File: src/rtl/serial_bank_mapper.sv
module serial_bank_mapper #(
  parameter int BANK_W    = 4,
  parameter int SHIFT_LEN = 5
) (
  input  logic              clk,
  input  logic              rst_n,
  input  logic              cpu_wr,
  input  logic [15:0]       cpu_addr,
  input  logic [7:0]        cpu_data,
  output logic [BANK_W-1:0] prg_bank_a
);
  localparam int CNT_W = $clog2(SHIFT_LEN + 1);
  localparam logic [CNT_W-1:0] LAST = CNT_W'(SHIFT_LEN - 1);
  localparam logic [SHIFT_LEN-1:0] CTRL_INIT = SHIFT_LEN'(5'b01100);

  logic [SHIFT_LEN-1:0] shift_q, shift_d;
  logic [CNT_W-1:0]     cnt_q;
  logic [SHIFT_LEN-1:0] ctrl_q, chr0_q, chr1_q, prg_q;
  logic                 wr_hit, rst_hit, load_hit, last_bit;
  logic [1:0]           mode;
  logic [BANK_W-1:0]    bank;

  assign wr_hit   = cpu_wr & cpu_addr[15];
  assign rst_hit  = wr_hit & cpu_data[7];
  assign load_hit = wr_hit & ~cpu_data[7];
  assign last_bit = (cnt_q == LAST);
  assign shift_d  = {cpu_data[0], shift_q[SHIFT_LEN-1:1]};
  assign mode     = ctrl_q[3:2];
  assign bank     = prg_q[BANK_W-1:0];

  always_ff @(posedge clk) begin
    if (!rst_n) begin
      shift_q <= '0;
      cnt_q   <= '0;
      ctrl_q  <= CTRL_INIT;
      chr0_q  <= '0;
      chr1_q  <= '0;
      prg_q   <= '0;
    end else if (rst_hit) begin
      shift_q     <= '0;
      cnt_q       <= '0;
      ctrl_q[3:2] <= 2'b11;
    end else if (load_hit) begin
      if (last_bit) begin
        shift_q <= '0;
        cnt_q   <= '0;
        case (cpu_addr[14:13])
          2'd0: ctrl_q <= shift_d;
          2'd1: chr0_q <= shift_d;
          2'd2: chr1_q <= shift_d;
          default: prg_q <= shift_d;
        endcase
      end else begin
        shift_q <= shift_d;
        cnt_q   <= cnt_q + 1'b1;
      end
    end
  end

  always_comb begin
    if (!cpu_addr[15]) begin
      prg_bank_a = '0;
    end else begin
      case (mode)
        2'd2:    prg_bank_a = cpu_addr[14] ? bank : '0;
        2'd3:    prg_bank_a = cpu_addr[14] ? '1 : bank;
        default: prg_bank_a = {bank[BANK_W-1:1], cpu_addr[14]};
      endcase
    end
  end

  logic unused_bits;
  assign unused_bits = ^{chr0_q, chr1_q, prg_q, ctrl_q, cpu_data[6:1], cpu_addr[12:0]};
endmodule


File: config.mk
export PLATFORM = sky130hd
export DESIGN_NAME = serial_bank_mapper
export DESIGN_NICKNAME = d
export VERILOG_FILES = /design/src/rtl/serial_bank_mapper.sv
export SDC_FILE = /design/constraint.sdc
export NUM_CORES = 1
export LEC_CHECK = 0
export BUFFER_PORTS_ARGS = -buffer_cell sky130_fd_sc_hd__buf_2
export CAP_MARGIN = 20
export CORE_MARGIN = 2
export CORE_UTILIZATION = 25
export CTS_BUF_LIST = sky130_fd_sc_hd__clkbuf_16
export DETAILED_ROUTE_END_ITERATION = 10
export GPL_TIMING_DRIVEN = 0
export HOLD_SLACK_MARGIN = 0.15
export SLEW_MARGIN = 15
export SYNTH_ARGS = -nofsm -noshare
export SYNTH_HDL_FRONTEND = slang
export SYNTH_SLANG_ARGS = --single-unit
File: constraint.sdc
create_clock -name clk -period 1.66 [get_ports clk]
set_input_delay 0.083 -clock clk [delete_from_list [all_inputs] [get_ports clk]]
set_output_delay 0.083 -clock clk [all_outputs]
set_load 0.02 [all_outputs]
==> results of run 1 <==
-- final timing paths --
path                     startpoint                     end  slack (ns)  cells past startpoint
max reg2reg   cnt_q[0]$_SDFFE_PP0P_  ctrl_q[2]$_SDFFE_PP1P_        0.42                      5
min reg2reg   prg_q[0]$_SDFFE_PN0P_   prg_q[0]$_SDFFE_PN0P_        0.47                      2
max          ctrl_q[3]$_SDFFE_PP1P_           prg_bank_a[1]        0.35                      4
min                     cpu_data[7]  ctrl_q[2]$_SDFFE_PP1P_        0.17                      3
-- timing repair --
| item | 4_1_cts | 5_1_grt |
|---|---|---|
| endpoints found under the hold margin | 1 | 0 |
| gates resized for setup | 0 | 0 |
| hold buffers | 1 | 0 |
-- worst max-delay path: cells and delay by family, from the launching register on --
family / cells / cell delay [ns]
flip-flops: 1 / 0.38
AND/OR/NAND/NOR: 1 / 0.17
buffers and inverters: 1 / 0.19
AO/OA/AOI/OAI: 2 / 0.24
-- per-layer routing --
metal	vias up	global-route usage, %	wire (um)
met1	288	11.76	694
met4	0	5.980	19
met3	2	2.268	50
met2	10	17.41	688
met5	-	0	0
li1	319	-	-
-- cell type report --
class | instances | area share, %
Clock inverter | 1 | 0.4280
Sequential cell | 13 | 29.67
Inverter | 4 | 1.712
Clock buffer | 3 | 8.559
Tap cell | 31 | 4.422
Buffer | 3 | 2.710
Timing Repair Buffer | 10 | 6.277
Multi-Input combinational cell | 65 | 46.22
-- flip-flops by register name, summed over array words and instances, names as in the netlist --
signal   count
cnt_q        3
ctrl_q       2
prg_q        4
shift_q      4
-- power by group through the flow --
| stage | sequential [uW] | combinational [uW] | clock (uW) |
|---|---|---|---|
| global placement | 324 | 67.2 | 0 |
| detailed placement | 324 | 69.7 | 0 |
| floorplan | 323 | 45.8 | 0 |
| global route | 318 | 79.1 | 476 |
| finish | 318 | 71.0 | 449 |
| CTS | 318 | 71.6 | 457 |
-- cell usage in the layout (no fill, tap or decap), types with 2 or more instances in the layout --
| cell type | netlist | layout |
|---|---|---|
| nand4b_1 | 2 | 2 |
| nand3_1 | 4 | 4 |
| nand2_1 | 22 | 22 |
| a21boi_0 | 4 | 4 |
| clkbuf_16 | 0 | 3 |
| ha_1 | 2 | 2 |
| o21ai_0 | 6 | 6 |
| buf_2 | 1 | 10 |
| a21oi_1 | 6 | 6 |
| inv_1 | 4 | 5 |
| mux2i_1 | 4 | 4 |
| dfxtp_1 | 13 | 13 |
-- stage by stage --
stage / cells / cell area (um2) / util, % / total power, uW / setup WS [ns]
2_1_floorplan: 85 / 704.4 / - / 368.8 / 0.5152
3_3_place_gp: 125 / 788.3 / 29.09 / 390.8 / 0.4780
3_5_place_dp: 125 / 788.3 / 29.09 / 393.5 / 0.4031
4_1_cts: 130 / 877.1 / 32.36 / 846.8 / 0.3465
5_1_grt: 130 / 877.1 / 32.36 / 872.5 / 0.1779
6_report: 130 / 877.1 / 32.36 / 837.7 / 0.3549
-- logic make-up (layout without fill, tap and decap cells) --
group,after synthesis,after routing
AOI/OAI and AO/OA,19,19
xor gates and xnor gates,2,2
adders and majority gates,2,2
buffers and inverters,7,21
DFF,13,13
muxes,4,4
and+or+nand+nor,38,38
==> impl_metrics.toml, run 1 <==
[logic_synthesis]
postSynthAreaPerCell_um2 = 8.287
async_reset_ff_share_pct = 0
synth.top_cells.by_area = "dfxtp_1, nand2_1, mux2i_1, a21oi_1, o21ai_0"
synth_edf_count = 0
synth-seq-cells = 13
synth_fp_nets = 114
synth-seq-area-share_pct = 36.94
netlist.area_leader.share_pct = 36.94
synth.cell_area_um2 = 704.4
yosys.area_share.adder_pct = 3.552
postSynthCellCount = 85
yosys.cell_count.top_type = "nand2_1"
synth_warnings = 0
dominantRegCellSynth = "dfxtp_1"
yosys.area_share.simple_pct = 29.84
post_synth_xor_area_fraction_pct = 2.487
main_combinational_cell_family_by_area_after_synthesis = "simple AND/OR/NAND/NOR gates"
post_synth_num_cell_types = 28
synthesized_area_fraction_occupied_by_ao_oa_aoi_and_oai_cells_pct = 15.99
synth.cells.most_frequent = "nand2_1, dfxtp_1, a21oi_1, o21ai_0"
synthDominantAreaCellType = "dfxtp_1"
post_synth_mux_area_share_pct = 5.684

[timing]
final_period_minus_worst_setup_slack_ns = 1.305
fin_worst_hold_slack_ns = 0.1720
timing.final.hold_violations = 0
timing.slew.headroom_pct = 78.24
timing.clock.skew_ns = 0.005982
finalCritPeriodShare_pct = 78.62
final-setup-viol-count = 0
final_max_slew_viol_count = 0
maxClockFrequency_mhz = 766.2
tightest_slew_ns = 0.3220
setup-tns-final_ns = 0
grt_setup_unrepaired = "false"

[final_layout]
synthToLayoutAreaGrowth_pct = 24.51
fin_nets = 129
multiInputGateArea_um2 = 405.4
sequential_cell_area_um2 = 260.3
insertedDiodeCount = 0
nFillCells = 312
drive_gt1_share_pct = 19.19

[worst_setup_path]
worstSetupStartpointType = "flop"
worst-path-max-fanout = 5
cp-end-kind = "output port"
setup.worst_path.class = "reg -> out"
crit_required_ns = 1.58
worstPathCellList = "and2_1 -> o21ai_0 -> a21boi_0 -> buf_2"
arrival_ns = 1.22
cpMaxStageDelayCell = "dfxtp_1"
cpPeakStageDelay_ns = 0.38

[die]
pin_count = 31
core_um2 = 2710
design.die.area_um2 = 3258
die_h_um = 57.08
floorplan.initialDensity_pct = 25.99
die_x_um = 57.08
fp-row-count = 19

[global_routing]
grt.total_usage_pct = 10.24
globalRouteOverflowTotal = 0
first_global_vias = 625
grt_pass1_wl_um = 2601
grt_start_max_net_pins = 11
initial_antenna_violation_count = 0

[power_and_ir_drop]
p_seq_share_pct = 38.0
combinationalPowerShare_pct = 8.5
clockPowerShare_pct = 53.6
peakVddDrop_mv = 0.5499
p_leak_uw = 0.0003335
swShare_pct = 21.00
netSwitchingPower_uw = 175.9
power_density_nw_per_um2 = 955.1
p_int_uw = 661.8

[route]
post_drt_wl_per_cell_um = 11.17
drt-pass1-iter-count = 3
vias_per_cell = 4.762
routed-via-count = 619
ant_nets = 0
drtIter0Drc = 1
postRouteWirelength_um = 1452
detail_route.drc_violations = 0

[clock_tree]
cts_made_buffers = 3
htreeDepth = 1
ctsRootBufferMaster = "clkbuf_16"
clk-insertion-delay-late_ns = 0.24
tritoncts = "done"
cts_max_path_buffers = 2
postcts_setup_bufs = 0
path_clk_slew_ns = 0.05
tritoncts_num_sinks = 13

[placed_design]
dp_hpwl_um = 1114
globalplace.congestion = 0.7210
port_buffers = 9

[flow_run]
max_cap_violations = 0

[worst_hold_path]
worst_hold_path_type = "in -> reg"

[status]
run_status = "finished, final reports clean"
(Power assumes the default switching activity.)
==> run 2: changes to the inputs <==
==> constraint.sdc (replaced) <==
create_clock -name clk -period 1.09 [get_ports clk]
set_input_delay 0.0545 -clock clk [delete_from_list [all_inputs] [get_ports clk]]
set_output_delay 0.0545 -clock clk [all_outputs]
set_load 0.02 [all_outputs]
==> run 2 against run 1 <==
Effect of this change: the flow now finishes with violations (negative setup slack); highest routed layer unchanged; critical path depth did not move; flip-flop and latch count did not move; final area rose by 17%; non-clock buffer count rose by 7; critical endpoint is now prg_bank_a[2]; sequential share of layout area fell by 3.5 points; count of clock-buffer cells in the layout did not move; sequential power rose by 52%; register-to-register slack got worse by 0.47 ns.
==> impl_metrics.toml, run 2 (synthesis gave the netlist of run 1 again) <==
[global_routing]
grt_pass1_wl_um = 2601
grt.total_usage_pct = 10.54
first_global_vias = 606
initial_antenna_violation_count = 0
grt_start_max_net_pins = 11
globalRouteOverflowTotal = 0

[final_layout]
largestRegisters = "prg_q (4), shift_q (4), cnt_q (3)"
fin_nets = 136
drive_gt1_share_pct = 33.96
final_common_cell = "nand2_1"
nFillCells = 296
mostFrequentLayoutCells = "nand2_1, dfxtp_1, buf_4"
layout.cell_area.non_filler_um2 = 1025
synthToLayoutAreaGrowth_pct = 45.47
insertedDiodeCount = 0

[die]
design.die.area_um2 = 3258
die_x_um = 57.08
floorplan.initialDensity_pct = 25.99
pin_count = 31
core_um2 = 2710
die_h_um = 57.08
fp-row-count = 19

[worst_setup_path]
cp-end-kind = "output port"
worst-path-max-fanout = 5
worst-r2r-cell-count = 5
crit_required_ns = 1.04
startpoint = "ctrl_q[3]$_SDFFE_PP1P_"
worstPathCellList = "and2_4 -> o21ai_0 -> a21boi_1 -> buf_4"
worstSetupStartpointType = "flop"
r2r-end = "prg_q[0]$_SDFFE_PN0P_"
regToRegStartpoint = "cnt_q[1]$_SDFFE_PP0P_"
reg2reg_slack_ns = -0.05
setup.worst_path.class = "reg -> out"
cpMaxStageDelayCell = "dfxtp_2"
cpPeakStageDelay_ns = 0.35
arrival_ns = 1.12
crit_end = "prg_bank_a[2]"

[timing]
timing.final.hold_violations = 0
tightest_slew_ns = 0.2598
grt_setup_unrepaired = "true"
final_period_minus_worst_setup_slack_ns = 1.172
timing.clock.skew_ns = 0.003575
finalCritPeriodShare_pct = 107.5
final_max_slew_viol_count = 0
timing.slew.headroom_pct = 82.43
fin_worst_hold_slack_ns = 0.1591
final-setup-viol-count = 10
maxClockFrequency_mhz = 853.5
worst_slack_ns = -0.08166

[route]
ant_nets = 0
detail_route.drc_violations = 0
postRouteWirelength_um = 1561
drt-pass1-iter-count = 4
drtIter0Drc = 8
vias_per_cell = 4.730
post_drt_wl_per_cell_um = 11.39
routed-via-count = 648

[clock_tree]
cts_made_buffers = 3
tritoncts = "done"
clk-insertion-delay-late_ns = 0.24
path_clk_slew_ns = 0.05
cts_max_path_buffers = 2
tritoncts_num_sinks = 13
ctsRootBufferMaster = "clkbuf_16"
htreeDepth = 1

[power_and_ir_drop]
power_density_nw_per_um2 = 1294
p_seq_share_pct = 36.3
total_power_uw = 1326
clockPowerShare_pct = 52.3
swShare_pct = 21.84
p_int_uw = 1036
peakVddDrop_mv = 0.7694
p_leak_uw = 0.0003777
combinationalPowerShare_pct = 11.3
netSwitchingPower_uw = 289.7

[flow_run]
max_cap_violations = 0

[status]
violations = "negative setup slack"
run_status = "finished with violations"

[placed_design]
dp_hpwl_um = 1110
globalplace.congestion = 0.7330
placedInstanceArea_um2 = 809.5
port_buffers = 9

[worst_hold_path]
worst_hold_path_type = "in -> reg"
-- run 2: changes by cell type in the layout (fill, tap and decap cells not counted), moves of 2 or more --
cell / previous run / this run
a21boi_0: 4 / 0
buf_4: 1 / 7
o21ai_0: 6 / 3
buf_2: 10 / 6
a21boi_1: 0 / 3
ha_1: 2 / 0
dfxtp_2: 0 / 3
inv_2: 0 / 2
ha_4: 0 / 2
dlygate4sd3_1: 1 / 5
inv_1: 5 / 3
dfxtp_1: 13 / 9
-- run 2: worst min-delay path by stage --
stage                             from                       to  slack (ns)  cells after the start
after CTS                 cpu_addr[13]   ctrl_q[2]$_SDFFE_PP1P_        0.16                      4
final                     cpu_addr[13]   ctrl_q[2]$_SDFFE_PP1P_        0.16                      4
after global placement     cpu_data[0]  shift_q[4]$_SDFFE_PP0P_        0.30                      3
after detailed placement   cpu_data[0]  shift_q[4]$_SDFFE_PP0P_        0.31                      3
after floorplan            cpu_data[0]  shift_q[4]$_SDFFE_PP0P_        0.19                      2
after global routing      cpu_addr[13]   ctrl_q[2]$_SDFFE_PP1P_        0.17                      4
-- run 2: area by class of cell --
type / count / area [um2] / share of cell area, %
Clock inverter: 1 / 3.754 / 0.3663
Tap cell: 31 / 38.79 / 3.785
Timing Repair Buffer: 17 / 131.4 / 12.82
Sequential cell: 13 / 267.8 / 26.13
Inverter: 4 / 15.01 / 1.465
Buffer: 3 / 23.77 / 2.320
Clock buffer: 3 / 75.07 / 7.326
Multi-Input combinational cell: 65 / 469.2 / 45.79
-- run 2: what timing repair did --
item | 4_1_cts | 5_1_grt
setup endpoints to repair | 10 | 16
buffers inserted | 1 | 2
hold endpoints to repair | 4 | 0
hold buffers | 5 | 0
resized for setup | 8 | 13
pin swaps | 3 | 6
-- run 2: power groups by stage --
stage	Clock (uW)	Sequential, uW	Combinational (uW)
floorplan	0	493	74.0
finish	694	482	150
global route	728	482	163
CTS	709	484	134
global placement	0	494	109
detailed placement	0	494	111
-- run 2: through the flow --
stage / std cells / worst slack (ns) / utilization, % / TNS [ns]
CTS: 135 / -0.09343 / 35.36 / -0.4286
finish: 137 / -0.08166 / 37.81 / -0.4974
detailed placement: 125 / -0.05430 / 29.87 / -0.2232
floorplan: 85 / 0.03014 / - / 0
global placement: 125 / -0.02120 / 29.87 / -0.07917
global route: 137 / -0.1393 / 37.81 / -1.206
-- run 2: worst max-delay path: cells and delay by family (launching register included) --
kind	cells	cell delay, ns
AOI/OAI and AO/OA	2	0.20
DFF	1	0.35
and+or+nand+nor	1	0.16
buffers and inverters	1	0.16
-- run 2: routing by layer --
layer,vias to the layer above,share of wire [%],track usage (%)
met2,11,48,17.08
met3,5,4.5,2.721
met5,-,0,0
li1,335,-,-
met1,297,44,12.22
met4,0,2.6,6.977
